### src/rtl/lc_pkg.sv
// Shared types for the line-control register bank.
// Assumes byte-wide bus data; field layouts follow the register map.
package lc_pkg;
    localparam int BYTE_W = 8;

    // Per-channel mode field, bit 0 = receiver, 1 = data driver, 2 = clock driver
    typedef struct packed {
        logic clk_on;
        logic tx_on;
        logic rx_on;
    } mode_t;

    // Per-channel clock routing request, bit 0 = external input, 1 = clock output
    typedef struct packed {
        logic tt_off;
        logic st_off;
    } route_t;

    localparam mode_t  MODE_RST  = '{clk_on: 1'b1, tx_on: 1'b1, rx_on: 1'b1};
    localparam route_t ROUTE_RST = '{tt_off: 1'b0, st_off: 1'b1};
endpackage

### src/rtl/lc_chan_gate.sv
// Turns one channel's mode field and RTS into transceiver enables.
// Assumes RTS is synchronous to clk; outputs are purely combinational.
module lc_chan_gate
    import lc_pkg::*;
(
    input  logic  clk,
    input  logic  rst_n,
    input  mode_t mode,
    input  logic  rts,
    output logic  rx_en,
    output logic  tx_en,
    output logic  ck_en
);
    // Gate each enable by RTS unless its mode bit forces it on
    always_comb begin
        rx_en = mode.rx_on | ~rts;
        tx_en = mode.tx_on | rts;
        ck_en = mode.clk_on | rts;
    end


    rx_idle_on_chk: assert property (@(posedge clk) disable iff (!rst_n)
        !rts |-> rx_en);

    tx_talk_on_chk: assert property (@(posedge clk) disable iff (!rst_n)
        rts |-> tx_en);

    ck_talk_on_chk: assert property (@(posedge clk) disable iff (!rst_n)
        rts |-> ck_en);
endmodule

### src/rtl/lc_clk_route.sv
// Applies one channel's clock routing request with the direction interlock.
// Assumes tclk_is_out is 1 when the controller drives its clock pin.
module lc_clk_route
    import lc_pkg::*;
(
    input  logic   clk,
    input  logic   rst_n,
    input  route_t req,
    input  logic   tclk_is_out,
    output logic   st_link,
    output logic   tt_link,
    output logic   conflict
);
    // Join paths on request; hold the external input off while the pin drives
    always_comb begin
        st_link  = ~req.st_off & ~tclk_is_out;
        tt_link  = ~req.tt_off;
        conflict = ~req.st_off & tclk_is_out;
    end


    no_drive_clash_chk: assert property (@(posedge clk) disable iff (!rst_n)
        tclk_is_out |-> !st_link);

    isolated_stays_off_chk: assert property (@(posedge clk) disable iff (!rst_n)
        req.st_off |-> !st_link);
endmodule

### src/rtl/lc_regbank.sv
// Byte-addressed storage for mode and routing fields plus the sticky flag.
// Assumes NCH is a multiple of four; reads use the address registered last edge.
module lc_regbank
    import lc_pkg::*;
#(
    parameter int NCH = 4,
    parameter int AW  = 2
)(
    input  logic              clk,
    input  logic              rst_n,
    input  logic [AW-1:0]     addr,
    input  logic              wr_en,
    input  logic [BYTE_W-1:0] wdata,
    input  logic              conflict_any,
    output mode_t             mode_q  [NCH],
    output route_t            route_q [NCH],
    output logic [BYTE_W-1:0] rdata
);
    localparam int N_MODE  = NCH / 2;
    localparam int N_ROUTE = NCH / 4;
    localparam int N_BYTES = N_MODE + N_ROUTE + 1;
    localparam int STAT_AD = N_BYTES - 1;

    logic [AW-1:0]     addr_q;
    logic              flag_q;
    logic [BYTE_W-1:0] img [N_BYTES];

    // Register the read address
    always_ff @(posedge clk) begin
        if (!rst_n) addr_q <= '0;
        else        addr_q <= addr;
    end

    // Sticky conflict flag, cleared only by reset
    always_ff @(posedge clk) begin
        if (!rst_n) flag_q <= 1'b0;
        else        flag_q <= flag_q | conflict_any;
    end

    genvar i;
    generate
        for (i = 0; i < NCH; i++) begin : g_ch
            localparam int MB = i / 2;
            localparam int MN = i % 2;
            localparam int RB = N_MODE + i / 4;
            localparam int RS = i % 4;

            // Store this channel's mode field on a write to its byte
            always_ff @(posedge clk) begin
                if (!rst_n)
                    mode_q[i] <= MODE_RST;
                else if (wr_en && addr == AW'(MB))
                    mode_q[i] <= mode_t'(wdata[MN*4 +: 3]);
            end

            // Store this channel's routing request on a write to its byte
            always_ff @(posedge clk) begin
                if (!rst_n)
                    route_q[i] <= ROUTE_RST;
                else if (wr_en && addr == AW'(RB))
                    route_q[i] <= route_t'(wdata[RS*2 +: 2]);
            end


            rst_fields_chk: assert property (@(posedge clk) disable iff (!rst_n)
                $rose(rst_n) |-> (mode_q[i] == MODE_RST && route_q[i] == ROUTE_RST));
        end

        for (i = 0; i < N_MODE; i++) begin : g_mimg
            // Mode byte image with the spare bits tied low
            assign img[i] = {1'b0, mode_q[2*i+1], 1'b0, mode_q[2*i]};
        end

        for (i = 0; i < N_ROUTE; i++) begin : g_rimg
            // Routing byte image, four channels per byte
            assign img[N_MODE+i] = {route_q[4*i+3], route_q[4*i+2],
                                    route_q[4*i+1], route_q[4*i]};
        end
    endgenerate

    // Status byte image
    assign img[STAT_AD] = {flag_q, 7'b0};

    // Read mux from the registered address
    always_comb begin
        if (int'(addr_q) < N_BYTES) rdata = img[addr_q];
        else                        rdata = '0;
    end


    flag_sticky_chk: assert property (@(posedge clk) disable iff (!rst_n)
        !$fell(flag_q));

    status_low_zero_chk: assert property (@(posedge clk) disable iff (!rst_n)
        (int'(addr_q) == STAT_AD) |-> (rdata[6:0] == 7'b0));

    spare_bits_zero_chk: assert property (@(posedge clk) disable iff (!rst_n)
        (int'(addr_q) < N_MODE) |-> (rdata[3] == 1'b0 && rdata[7] == 1'b0));

    read_follows_addr_chk: assert property (@(posedge clk) disable iff (!rst_n)
        (int'(addr_q) == STAT_AD) |-> (rdata[7] == flag_q));
endmodule

### src/rtl/rs485_line_ctl.sv
// Top of the line-control block: register bank, per-channel gating and
// per-channel clock routing. Assumes all inputs are synchronous to clk.
module rs485_line_ctl
    import lc_pkg::*;
#(
    parameter  int NCH = 4,
    localparam int AW  = $clog2(NCH / 2 + NCH / 4 + 1)
)(
    input  logic              clk,
    input  logic              rst_n,
    input  logic [AW-1:0]     bus_addr,
    input  logic              bus_wr,
    input  logic [BYTE_W-1:0] bus_wdata,
    output logic [BYTE_W-1:0] bus_rdata,
    input  logic [NCH-1:0]    rts,
    input  logic [NCH-1:0]    tclk_dir_out,
    output logic [NCH-1:0]    rx_en,
    output logic [NCH-1:0]    tx_drv_en,
    output logic [NCH-1:0]    clk_drv_en,
    output logic [NCH-1:0]    st_link,
    output logic [NCH-1:0]    tt_link
);
    mode_t          mode_q  [NCH];
    route_t         route_q [NCH];
    logic [NCH-1:0] conflict;

    lc_regbank #(.NCH(NCH), .AW(AW)) i_bank (
        .clk          (clk),
        .rst_n        (rst_n),
        .addr         (bus_addr),
        .wr_en        (bus_wr),
        .wdata        (bus_wdata),
        .conflict_any (|conflict),
        .mode_q       (mode_q),
        .route_q      (route_q),
        .rdata        (bus_rdata)
    );

    genvar i;
    generate
        for (i = 0; i < NCH; i++) begin : g_ch
            lc_chan_gate i_gate (
                .clk   (clk),
                .rst_n (rst_n),
                .mode  (mode_q[i]),
                .rts   (rts[i]),
                .rx_en (rx_en[i]),
                .tx_en (tx_drv_en[i]),
                .ck_en (clk_drv_en[i])
            );

            lc_clk_route i_route (
                .clk         (clk),
                .rst_n       (rst_n),
                .req         (route_q[i]),
                .tclk_is_out (tclk_dir_out[i]),
                .st_link     (st_link[i]),
                .tt_link     (tt_link[i]),
                .conflict    (conflict[i])
            );
        end
    endgenerate
endmodule

### config.mk
export PLATFORM = sky130hd
export DESIGN_NAME = rs485_line_ctl
export DESIGN_NICKNAME = d
export VERILOG_FILES = /design/src/rtl/lc_pkg.sv /design/src/rtl/lc_chan_gate.sv /design/src/rtl/lc_clk_route.sv /design/src/rtl/lc_regbank.sv /design/src/rtl/rs485_line_ctl.sv
export SDC_FILE = /design/constraint.sdc
export NUM_CORES = 1
export LEC_CHECK = 0
export ABC_CLOCK_PERIOD_IN_PS = 1200
export BUFFER_PORTS_ARGS = -buffer_cell sky130_fd_sc_hd__buf_2
export CAP_MARGIN = 0
export CORE_UTILIZATION = 37
export CTS_BUF_LIST = sky130_fd_sc_hd__clkbuf_2 sky130_fd_sc_hd__clkbuf_4 sky130_fd_sc_hd__clkbuf_8
export DETAILED_ROUTE_END_ITERATION = 12
export GPL_TIMING_DRIVEN = 0
export SLEW_MARGIN = 5
export SYNTH_ARGS = -nofsm -noshare
export SYNTH_HDL_FRONTEND = slang
export SYNTH_SLANG_ARGS = --single-unit
### constraint.sdc
create_clock -name clk -period 1.2 [get_ports clk]
set_input_delay 0.06 -clock clk [delete_from_list [all_inputs] [get_ports clk]]
set_output_delay 0.06 -clock clk [all_outputs]
set_load 0.02 [all_outputs]
==> key figures, run 1 <==
Timing
  – Final Max Slew Viols: 0
  – RSZ-0062 raised after global routing: yes
  – Max-slew headroom: 65.90%
  – Worst hold slack: 8.218 ps
  – Fmax: 713.2 MHz
  – Final hold vios: 0
  – Tcrit/Tclk final: 116.8%
  – Clock skew: 5.691 ps
  – Setup slack after layout: -202.0 ps
  – Min Tclk post-route: 1402 ps
  – Endpoints failing setup: 8
  – Worst Tran Pin Value: 510.9 ps

Cells and area
  – Synth-to-layout area growth: 42.87%
  – Fillers: 289
  – Fin nets: 225
  – ANT cells: 0
  – Layout cells sized above 1: 51.72%

Power and ir drop
  – Power Density: 868.2 nW/µm²
  – Peak VDD IR: 0.6451 mV
  – Static Leak: 0.8635 nW
  – Power, Total: 1.557 mW

Floorplan
  – IO Pins: 49
  – Placeable Area: 3128 µm²
  – Die Wd: 60.24 µm
  – Die Y: 60.24 µm
  – Die area: 3629 µm²
  – Initial Utilization: 40.12%
  – # rows: 20

GRT
  – Number of global-route vias before repair: 1140
  – GRT Total Usage: 19.61%
  – First-pass GRT wire length: 5147 µm
  – Largest net degree at the start of global routing: 13
  – Total global routing overflow: 0
  – Number of antenna violations at the first check in global routing: 0

Logic synthesis
  – Simple-gate share of the synthesized area: 21.34%
  – Yosys reg bits: 23
  – Synth Net Count: 163
  – Avg Inst Size Synth: 8.838 µm²
  – Main combinational cell family by area after synthesis: multiplexers
  – Post-Syn Instances: 142
  – XOR/XNOR Fraction of Synth Area: 0%
  – Mux contribution to synthesized area: 21.54%
  – Adder-cell share of the synthesized area: 0%
  – Ys Warns: 0
  – Post-synthesis compound-gate area fraction: 4.088%
  – Mapped cell area: 1255 µm²
  – Register area share after synthesis: 36.69%
  – Post-synth cell types: 19

Drt
  – DRT Pass-1 Iters: 4
  – Antenna-violating nets left: 0
  – Iteration-0 DRC Markers: 14
  – DR vias: 1120
  – Vias per cell: 4.534
  – DRC: 0
  – Detailed Route WL: 3122 µm
  – Average routed wire per standard cell: 12.64 µm

Setup path
  – Crit start category: flip-flop
  – Reg-to-Reg End: i_bank.flag_q
  – CP endpoint kind: primary output
  – CP max FO: 3
  – Crit path kind: flip-flop to primary output
  – Flop2flop setup slack: 290 ps
  – Worst reg-to-reg path cell count: 2
  – Worst EP arrival: 1340 ps
  – R2R Path Start: i_bank.route_q[4]
  – WP data required: 1140 ps

Placement
  – Port Buf Inserts: 48
  – Final HPWL DP: 2129 µm
  – Global placer's final weighted congestion: 0.7167

Clocking
  – Num Clock Sinks: 23
  – Later-pin clock latency in the skew report: 310 ps
  – H-tree Lvls: 1
  – TritonCTS buffer count: 3
  – CTS tree: yes
  – Root Driver: clkbuf_4
  – Max Root-Sink Buffers: 2
  – Clk pin slew, worst setup/hold paths: 130 ps

Status
  – Failing checks: setup timing
  – Status: complete, but fails checks

Min path
  – Hold Path Origin: bus_wdata[7]
  – Worst Hold Class: input port to flip-flop
  – Hold Crit Endpoint: i_bank.route_q[1]
  – Hold depth: 3

Flow run
  – Max_cap viols: 0
==> placed cells by master, fill, tap and decap left out <==
| master | Yosys | routed |
|---|---|---|
| nor3b_4 | 1 | 1 |
| o22ai_1 | 2 | 2 |
| nor2_1 | 4 | 4 |
| nand2b_1 | 4 | 3 |
| clkbuf_1 | 2 | 2 |
| buf_2 | 2 | 31 |
| nor3b_2 | 0 | 1 |
| inv_1 | 8 | 8 |
| o21ai_1 | 0 | 4 |
| dlygate4sd3_1 | 0 | 5 |
| nor2b_4 | 0 | 1 |
| buf_4 | 21 | 33 |
| nand3b_1 | 1 | 1 |
| and2_1 | 2 | 2 |
| o21ai_2 | 0 | 2 |
| or2_2 | 8 | 7 |
| nand2_1 | 22 | 22 |
| dfxtp_2 | 0 | 11 |
| dfxtp_1 | 23 | 12 |
| buf_6 | 0 | 11 |
| o31a_1 | 1 | 1 |
| nand2b_4 | 0 | 1 |
| mux2i_1 | 27 | 27 |
| nor2b_1 | 6 | 5 |
| or2_4 | 0 | 1 |
| nand3b_2 | 1 | 1 |
| clkbuf_4 | 0 | 4 |
==> critical path, cell delays in order (launching register included) <==
cell     delay [ps]
dfxtp_2         350
buf_4           130
buf_6           120
mux2i_1         120
o21ai_1         160
buf_4           170
==> power breakdown <==
| part | internal (mW) | switching, mW |
|---|---|---|
| clock network | 0.152 | 0.226 |
| registers | 0.796 | 0.0213 |
| logic | 0.185 | 0.176 |
==> registers in the layout, indices dropped and copies added, names as in the netlist <==
| register | count |
|---|---|
| i_bank.flag_q | 1 |
| i_bank.mode_q | 12 |
| i_bank.route_q | 8 |
| i_bank.addr_q | 2 |
==> cell usage after synthesis (all sizes together) <==
library cell | number | area share (%)
nand2b | 4 | 2.0
nor2b | 6 | 3.0
dfxtp | 23 | 37
and2 | 2 | 1.0
o31a | 1 | 0.70
nor3b | 2 | 2.1
buf | 23 | 13
inv | 8 | 2.4
or2 | 8 | 4.0
o22ai | 2 | 1.0
nand3b | 2 | 1.5
clkbuf | 2 | 0.60
mux2i | 27 | 22
o21ai | 6 | 2.4
nor2 | 4 | 1.2
nand2 | 22 | 6.6
==> layout make-up <==
cell class / instances / area, µm² / share of cell area [%]
Multi-Input combinational cell: 86 / 619.3 / 34.54
Buffer: 16 / 116.4 / 6.490
Inverter: 8 / 30.03 / 1.675
Timing Repair Buffer: 66 / 467.9 / 26.10
Tap cell: 44 / 55.05 / 3.070
Sequential cell: 23 / 474.2 / 26.45
Clock buffer: 4 / 30.03 / 1.675
==> logic make-up after synthesis <==
| family | after synthesis |
|---|---|
| AND/OR/NAND/NOR | 50 |
| multiplexers | 27 |
| buffers and inverters | 33 |
| AO/OA/AOI/OAI | 9 |
| flip-flops | 23 |
==> worst max path at each step <==
stage / startpoint / to / slack, ps / depth (start not counted)
2_1_floorplan: i_bank.addr_q[1] / bus_rdata[0] / 90 / 3
3_3_place_gp: i_bank.addr_q[0] / bus_rdata[1] / -220 / 5
3_5_place_dp: i_bank.addr_q[0] / bus_rdata[6] / -230 / 5
4_1_cts: i_bank.addr_q[1] / bus_rdata[6] / -180 / 5
5_1_grt: i_bank.addr_q[1] / bus_rdata[2] / -300 / 5
6_report: i_bank.addr_q[1] / bus_rdata[2] / -200 / 5
==> per-layer routing <==
layer / global-route usage [%] / vias to the layer above / part of all wire, %
met5: 0 / - / 0
met4: 2.990 / 0 / 0.29
met3: 4.545 / 2 / 2.7
met2: 35.01 / 26 / 51
met1: 24.11 / 525 / 46
li1: - / 567 / -
==> timing repair <==
item	4_1_cts	5_1_grt
endpoints found under the hold margin	7	0
setup endpoints to repair	16	10
setup buffers	9	3
gates cloned	1	0
pin swaps	5	2
gates resized for setup	47	10
hold buffers	5	0
==> metrics by stage <==
| step | cells | TNS [ps] | utilization (%) | area (µm²) | worst slack [ps] |
|---|---|---|---|---|---|
| after floorplan | 142 | 0 | - | 1255 | 89.21 |
| after global placement | 234 | -1264 | 49.56 | 1550 | -222.3 |
| after detailed placement | 234 | -1307 | 49.56 | 1550 | -226.4 |
| after CTS | 245 | -1311 | 55.96 | 1750 | -184.4 |
| after global routing | 247 | -2126 | 57.32 | 1793 | -295.3 |
| final | 247 | -1369 | 57.32 | 1793 | -202.0 |
No activity file was read; power rests on OpenSTA's default activity.
==> run 2: changes to the inputs <==
- CTS_CLUSTER_DIAMETER: unset -> 30
- CTS_CLUSTER_SIZE: unset -> 16
- SYNTH_HIERARCHICAL: unset -> 1
==> key figures, run 2 <==
Min path
  – Hold depth: 3 (unchanged)
  – Worst Hold Class: input port to flip-flop

GRT
  – Largest net degree at the start of global routing: 13 (unchanged)
  – Total global routing overflow: 0 (unchanged)
  – GRT Total Usage: 18.78% (-0.83 points)
  – First-pass GRT wire length: 4802 µm (-6.7%)
  – Number of global-route vias before repair: 987 (-13%)
  – Number of antenna violations at the first check in global routing: 0 (unchanged)

Setup path
  – CP max-delay cell: dfxtp_4
  – Buf/Inv on CP: 1 (-2)
  – CP endpoint: bus_rdata[6]
  – WP data required: 1140 ps (about the same)
  – Worst reg-to-reg path cell count: 3 (+1)
  – Reg-to-Reg End: i_bank/flag_q
  – Stages on the worst setup path: 3 (-2)
  – CP max FO: 8 (+5)
  – R2R Path Start: i_bank/route_q[4]
  – Worst EP arrival: 1270 ps (-70 ps)
  – Flop2flop setup slack: 10 ps (-280 ps)
  – Crit path kind: flip-flop to primary output
  – Max incr delay on CP: 470 ps (+120 ps)
  – Largest delay share family, worst path: flip-flops
  – Crit start category: flip-flop
  – Crit-path cells: mux2i_2 -> o2bb2ai_4 -> buf_6
  – Critical Path Source: i_bank/addr_q[0]
  – CP endpoint kind: primary output

Drt
  – DR vias: 1088 (-2.9%)
  – Vias per cell: 4.710 (+3.9%)
  – Antenna-violating nets left: 0 (unchanged)
  – Met1 wire length: 1446 µm (+1.1%)
  – Iteration-0 DRC Markers: 35 (+21)
  – Wire length on met2: 1506 µm (-5.6%)
  – Detailed Route WL: 3095 µm (-0.86%)
  – Average routed wire per standard cell: 13.40 µm (+6.0%)
  – Top Layer Used: met4
  – DRT Pass-1 Iters: 4 (unchanged)
  – Met3 routed WL: 122 µm (+44%)
  – DRC: 0 (unchanged)

Clocking
  – CTS tree: yes
  – Clk pin slew, worst setup/hold paths: 130 ps (about the same)
  – TritonCTS buffer count: 3 (unchanged)
  – Max Root-Sink Buffers: 2 (unchanged)
  – Root Driver: clkbuf_4
  – Later-pin clock latency in the skew report: 310 ps (about the same)
  – H-tree Lvls: 1 (unchanged)
  – Num Clock Sinks: 23 (unchanged)

Placement
  – Port Buf Inserts: 48 (unchanged)
  – Final HPWL DP: 2199 µm (+3.3%)
  – Global placer's final weighted congestion: 0.7050 (-1.6%)
  – Placed Cells: 219 (-6.4%)

Timing
  – Min Tclk post-route: 1333 ps (-69.06 ps)
  – Endpoints failing setup: 8 (unchanged)
  – Tcrit/Tclk final: 111.1% (-5.8 points)
  – Final Max Slew Viols: 0 (unchanged)
  – Setup slack after layout: -133.0 ps (+69.06 ps)
  – Final hold vios: 0 (unchanged)
  – RSZ-0062 raised after global routing: yes
  – Fmax: 750.2 MHz (+5.2%)
  – Worst Tran Pin Value: 504.0 ps (-6.882 ps)
  – Clock skew: 9.069 ps (+3.378 ps)
  – Max-slew headroom: 66.36% (+0.46 points)

Logic synthesis
  – Top cells by count, synth: mux2i_1 (27), nor2b_1 (24), dfxtp_1 (23)
  – Synth Net Count: 148 (-9.2%)
  – Post-synth cell types: 20 (+1)
  – Register area share after synthesis: 38.10% (+1.4 points)
  – Yosys reg bits: 23 (unchanged)
  – Post-synth top area cell: dfxtp_1
  – Avg Inst Size Synth: 9.517 µm² (+7.7%)
  – Ys Warns: 6 (+6)
  – Primary FF master, synth: dfxtp_1
  – Top cell type's share of synthesized area: 38.10% (+1.4 points)
  – FFs w/ async S/R, synth: 0% (unchanged)
  – Number of synthesized flops with an enable pin: 0 (unchanged)
  – Mapped cell area: 1209 µm² (-3.7%)
  – Synth area leaders: dfxtp_1 (38%), mux2i_1 (22%), nor2b_1 (12%), o2bb2ai_1 (4.3%), or2_1 (4.1%)
  – Most common cell in the synthesized netlist: mux2i_1
  – Post-Syn Instances: 127 (-11%)

Floorplan
  – Initial Utilization: 39.27% (-0.85 points)
  – Die Y: 59.16 µm (-1.8%)
  – Die Wd: 59.16 µm (-1.8%)
  – Die area: 3499 µm² (-3.6%)
  – Placeable Area: 3078 µm² (-1.6%)
  – # rows: 20 (unchanged)
  – IO Pins: 49 (unchanged)

Cells and area
  – Max reg flops: 12 (unchanged)
  – Most frequent cells in the layout: buf_2 (40), mux2i_1 (26), nor2b_1 (23)
  – Fin nets: 209 (-7.1%)
  – Layout cells sized above 1: 42.78% (-8.9 points)
  – Synth-to-layout area growth: 44.72%
  – Post-Route Utilization: 56.83% (-0.49 points)
  – Layout Cells excl Fill: 231 (-6.5%)
  – Largest regs: i_bank/mode_q x12, i_bank/route_q x8, i_bank/addr_q x2
  – Most common cell after layout, fill and taps aside: buf_2
  – ANT cells: 0 (unchanged)
  – Largest Register: i_bank/mode_q

Power and ir drop
  – Power, Total: 1.541 mW (-1.0%)
  – Peak VDD IR: 0.4807 mV (-25%)
  – Static Leak: 0.7367 nW (-15%)
  – Power Density: 881.0 nW/µm² (+1.5%)

Status
  – Status: complete, but fails checks
  – Failing checks: setup timing

Flow run
  – Max_cap viols: 0 (unchanged)
## run 2: changes by cell type after synthesis, moves of 6 or more
cell	before	now
buf_4	21	0
nor2b_1	6	24
nand2_1	22	8
or2_1	0	8
or2_2	8	0
o21ai_0	6	0
o2bb2ai_1	0	6
## run 2: logic make-up (layout without fill, tap and decap cells)
family | Yosys count | count (layout) | synth area share (%)
multiplexers | 27 | 27 | 22.36
flip-flops | 23 | 23 | 38.10
AND/OR/NAND/NOR | 60 | 60 | 31.26
AO/OA/AOI/OAI | 7 | 7 | 4.969
buffers and inverters | 10 | 70 | 3.311
## run 2: final cells by class
type	instances	area (µm²)
repair buffers	57	367.9
well taps	44	55.05
inverters	4	15.01
fillers	304	1329
multi-input cells	94	772.0
flip-flops and latches	23	478.0
clock buffers	4	30.03
plain buffers	5	31.28
## run 2: where the power goes
part | internal (mW) | switching [mW] | total, mW
Clock | 0.152 | 0.236 | 0.388
Combinational | 0.169 | 0.163 | 0.332
Sequential | 0.790 | 0.0309 | 0.821
Total | 1.11 | 0.429 | 1.54
## run 2: worst min-delay path by stage
stage	from	endpoint	slack [ps]
floorplan	bus_addr[0]	i_bank/addr_q[0]	180
global placement	bus_wdata[7]	i_bank/route_q[1]	310
detailed placement	bus_wdata[7]	i_bank/route_q[1]	320
CTS	bus_addr[1]	i_bank/addr_q[1]	30
global route	bus_wdata[4]	i_bank/route_q[2]	30
finish	bus_wdata[0]	i_bank/mode_q[3]	30
## run 2: worst register-to-register path: cells and delay by family, from the launching register on
family	cells	cell delay, ps
AOI/OAI and AO/OA	1	180
and+or+nand+nor	2	550
DFF	1	360
## run 2: repair_timing
action / in CTS / in global routing
setup endpoints to repair: 9 / 9
gates cloned: 0 / 0
pin swaps: 2 / 2
resized for setup: 37 / 7
endpoints found under the hold margin: 4 / 0
buffers inserted: 5 / 0
hold buffers: 4 / 0
## run 2: metrics by stage
stage	setup WS, ps	instance area (µm²)	setup TNS, ps	hold slack, ps
finish	-133.0	1749	-977.0	28.32
global route	-199.3	1749	-1513	28.08
CTS	-225.6	1733	-1706	26.47
detailed placement	-239.6	1504	-1625	323.5
global placement	-198.3	1504	-1376	311.6
floorplan	10.98	1209	0	181.7
## run 2: layer usage
metal  track usage [%]  vias to the layer above
li1                  -                      549
met1             25.10                      505
met2             31.66                       32
met3             1.965                        2
met4             6.122                        0
met5                 0                        -
==> run 3: changes to the inputs <==
- BUFFER_PORTS_ARGS: -buffer_cell sky130_fd_sc_hd__buf_2 -> -buffer_cell sky130_fd_sc_hd__clkbuf_2
==> key figures, run 3 (same netlist as run 2, synthesis figures left out) <==
Cells and area
  – Most common cell after layout, fill and taps aside: clkbuf_2
  – Layout cells sized above 1: 44.44% (+1.7 points)
  – Largest regs: i_bank/mode_q x12, i_bank/route_q x8, i_bank/addr_q x2
  – Max reg flops: 12 (unchanged)
  – Most frequent cells in the layout: clkbuf_2 (40), mux2i_1 (24), nor2b_1 (23)
  – Synth-to-layout area growth: 46.38%
  – Layout Cells excl Fill: 233 (+0.87%)
  – ANT cells: 0 (unchanged)
  – Fin nets: 211 (+0.96%)
  – Largest Register: i_bank/mode_q

Drt
  – DR vias: 1101 (+1.2%)
  – Iteration-0 DRC Markers: 23 (-34%)
  – Average routed wire per standard cell: 13.39 µm (about the same)
  – Detailed Route WL: 3119 µm (+0.78%)
  – Antenna-violating nets left: 0 (unchanged)
  – DRT Pass-1 Iters: 4 (unchanged)
  – Vias per cell: 4.725 (+0.33%)
  – DRC: 0 (unchanged)

Power and ir drop
  – Reg power frac: 53.3% (about the same)
  – Static Leak: 0.7736 nW (+5.0%)
  – Sw Ratio: 27.22% (-0.65 points)
  – Sw Pwr: 419.4 µW (-2.3%)
  – Share of total power in combinational logic: 22.2% (+0.7 points)
  – Power Density: 870.8 nW/µm² (-1.2%)
  – Clk network pwr share: 24.6% (-0.6 points)
  – Internal Power: 1.121 mW (+0.86%)
  – Peak VDD IR: 0.5574 mV (+16%)

Timing
  – Setup slack after layout: -166.3 ps (-33.29 ps)
  – Min Tclk post-route: 1366 ps (+33.29 ps)
  – Max-slew headroom: 67.07% (+0.71 points)
  – Clock skew: 5.136 ps (-3.933 ps)
  – Endpoints failing setup: 8 (unchanged)
  – Worst Tran Pin Value: 493.4 ps (-10.62 ps)
  – Final Max Slew Viols: 0 (unchanged)
  – Fmax: 731.9 MHz (-2.4%)
  – Worst hold slack: 35.13 ps (+6.810 ps)
  – RSZ-0062 raised after global routing: yes
  – Final hold vios: 0 (unchanged)
  – Tcrit/Tclk final: 113.9% (+2.8 points)

Clocking
  – CTS tree: yes
  – Root Driver: clkbuf_4
  – Num Clock Sinks: 23 (unchanged)
  – TritonCTS buffer count: 3 (unchanged)
  – Later-pin clock latency in the skew report: 310 ps (about the same)
  – Clk pin slew, worst setup/hold paths: 120 ps (about the same)
  – Max Root-Sink Buffers: 2 (unchanged)
  – H-tree Lvls: 1 (unchanged)

Floorplan
  – Placeable Area: 3078 µm² (unchanged)
  – IO Pins: 49 (unchanged)
  – Die area: 3499 µm² (unchanged)
  – Die Wd: 59.16 µm (unchanged)
  – Die Y: 59.16 µm (unchanged)
  – Initial Utilization: 39.27% (unchanged)
  – # rows: 20 (unchanged)

Placement
  – Placed Cells: 219 (unchanged)
  – Port Buf Inserts: 48 (unchanged)
  – Global placer's final weighted congestion: 0.7046 (about the same)
  – Final HPWL DP: 2265 µm (+3.0%)

Setup path
  – Crit-path cells: buf_6 -> mux2i_2 -> o2bb2ai_2 -> clkbuf_8
  – CP max FO: 7 (-1)
  – WP data required: 1140 ps (about the same)
  – Crit path kind: flip-flop to primary output
  – Crit start category: flip-flop
  – Max incr delay on CP: 430 ps (-40 ps)
  – CP max-delay cell: dfxtp_4
  – Worst EP arrival: 1310 ps (+40 ps)
  – CP endpoint kind: primary output

GRT
  – Largest net degree at the start of global routing: 13 (unchanged)
  – First-pass GRT wire length: 4905 µm (+2.1%)
  – Total global routing overflow: 0 (unchanged)
  – Number of antenna violations at the first check in global routing: 0 (unchanged)
  – GRT Total Usage: 19.10% (+0.31 points)
  – Number of global-route vias before repair: 1048 (+6.2%)

Flow run
  – Max_cap viols: 0 (unchanged)

Status
  – Failing checks: setup timing
  – Status: complete, but fails checks

Min path
  – Worst Hold Class: input port to flip-flop
## run 3: cell types whose count changed in the layout (fill, tap and decap cells not counted), sizes merged
cell,delta
clkbuf,+46
buf,-44
## run 3: layout make-up
class | count | area, µm²
plain buffers | 5 | 31.28
clock buffers | 4 | 30.03
fillers | 288 | 1309
inverters | 4 | 15.01
multi-input cells | 94 | 762.0
flip-flops and latches | 23 | 475.5
well taps | 44 | 55.05
repair buffers | 59 | 400.4
## run 3: layer usage
layer / vias to the layer above / share of wire (%) / global-route usage (%)
li1: 547 / - / -
met1: 521 / 43 / 23.32
met2: 30 / 53 / 35.39
met3: 3 / 3.1 / 2.620
met4: 0 / 0.55 / 4.082
met5: - / 0 / 0
## run 3: repair_timing
action | 4_1_cts | 5_1_grt
hold endpoints to repair | 4 | 0
pin swaps | 2 | 2
setup buffers | 7 | 0
setup endpoints to repair | 9 | 10
resized for setup | 36 | 9
hold buffers | 4 | 0
## run 3: per-stage QoR
step	TNS (ps)	total power [mW]	worst slack [ps]	utilization, %	area, µm²
2_1_floorplan	0	0.9948	10.98	-	1209
3_3_place_gp	-1456	1.099	-208.6	48.86	1504
3_5_place_dp	-1653	1.107	-244.0	48.86	1504
4_1_cts	-1756	1.553	-231.1	57.28	1763
5_1_grt	-1607	1.619	-225.6	57.48	1769
6_report	-1128	1.541	-166.3	57.48	1769
## run 3: final timing paths
kind / cells after the start / slack, ps / startpoint / to
hold reg to reg: 1 / 480 / i_bank/flag_q / i_bank/flag_q
setup reg to reg: 3 / 20 / i_bank/route_q[6] / i_bank/flag_q
hold / removal: 3 / 40 / bus_wdata[6] / i_bank/mode_q[2]
setup / recovery: 4 / -170 / i_bank/addr_q[0] / bus_rdata[4]
## run 3: worst max-delay path: cells and delay by family, from the launching register on
family | cells | cell delay [ps]
flip-flops | 1 | 430
AO/OA/AOI/OAI | 1 | 80
buffers and inverters | 2 | 280
multiplexers | 1 | 220
## run 3: power by group through the flow
stage | Combinational [mW] | Sequential, mW | Clock, mW
2_1_floorplan | 0.166 | 0.829 | 0
3_3_place_gp | 0.263 | 0.836 | 0
3_5_place_dp | 0.269 | 0.838 | 0
4_1_cts | 0.346 | 0.816 | 0.391
5_1_grt | 0.366 | 0.826 | 0.427
6_report | 0.342 | 0.821 | 0.378
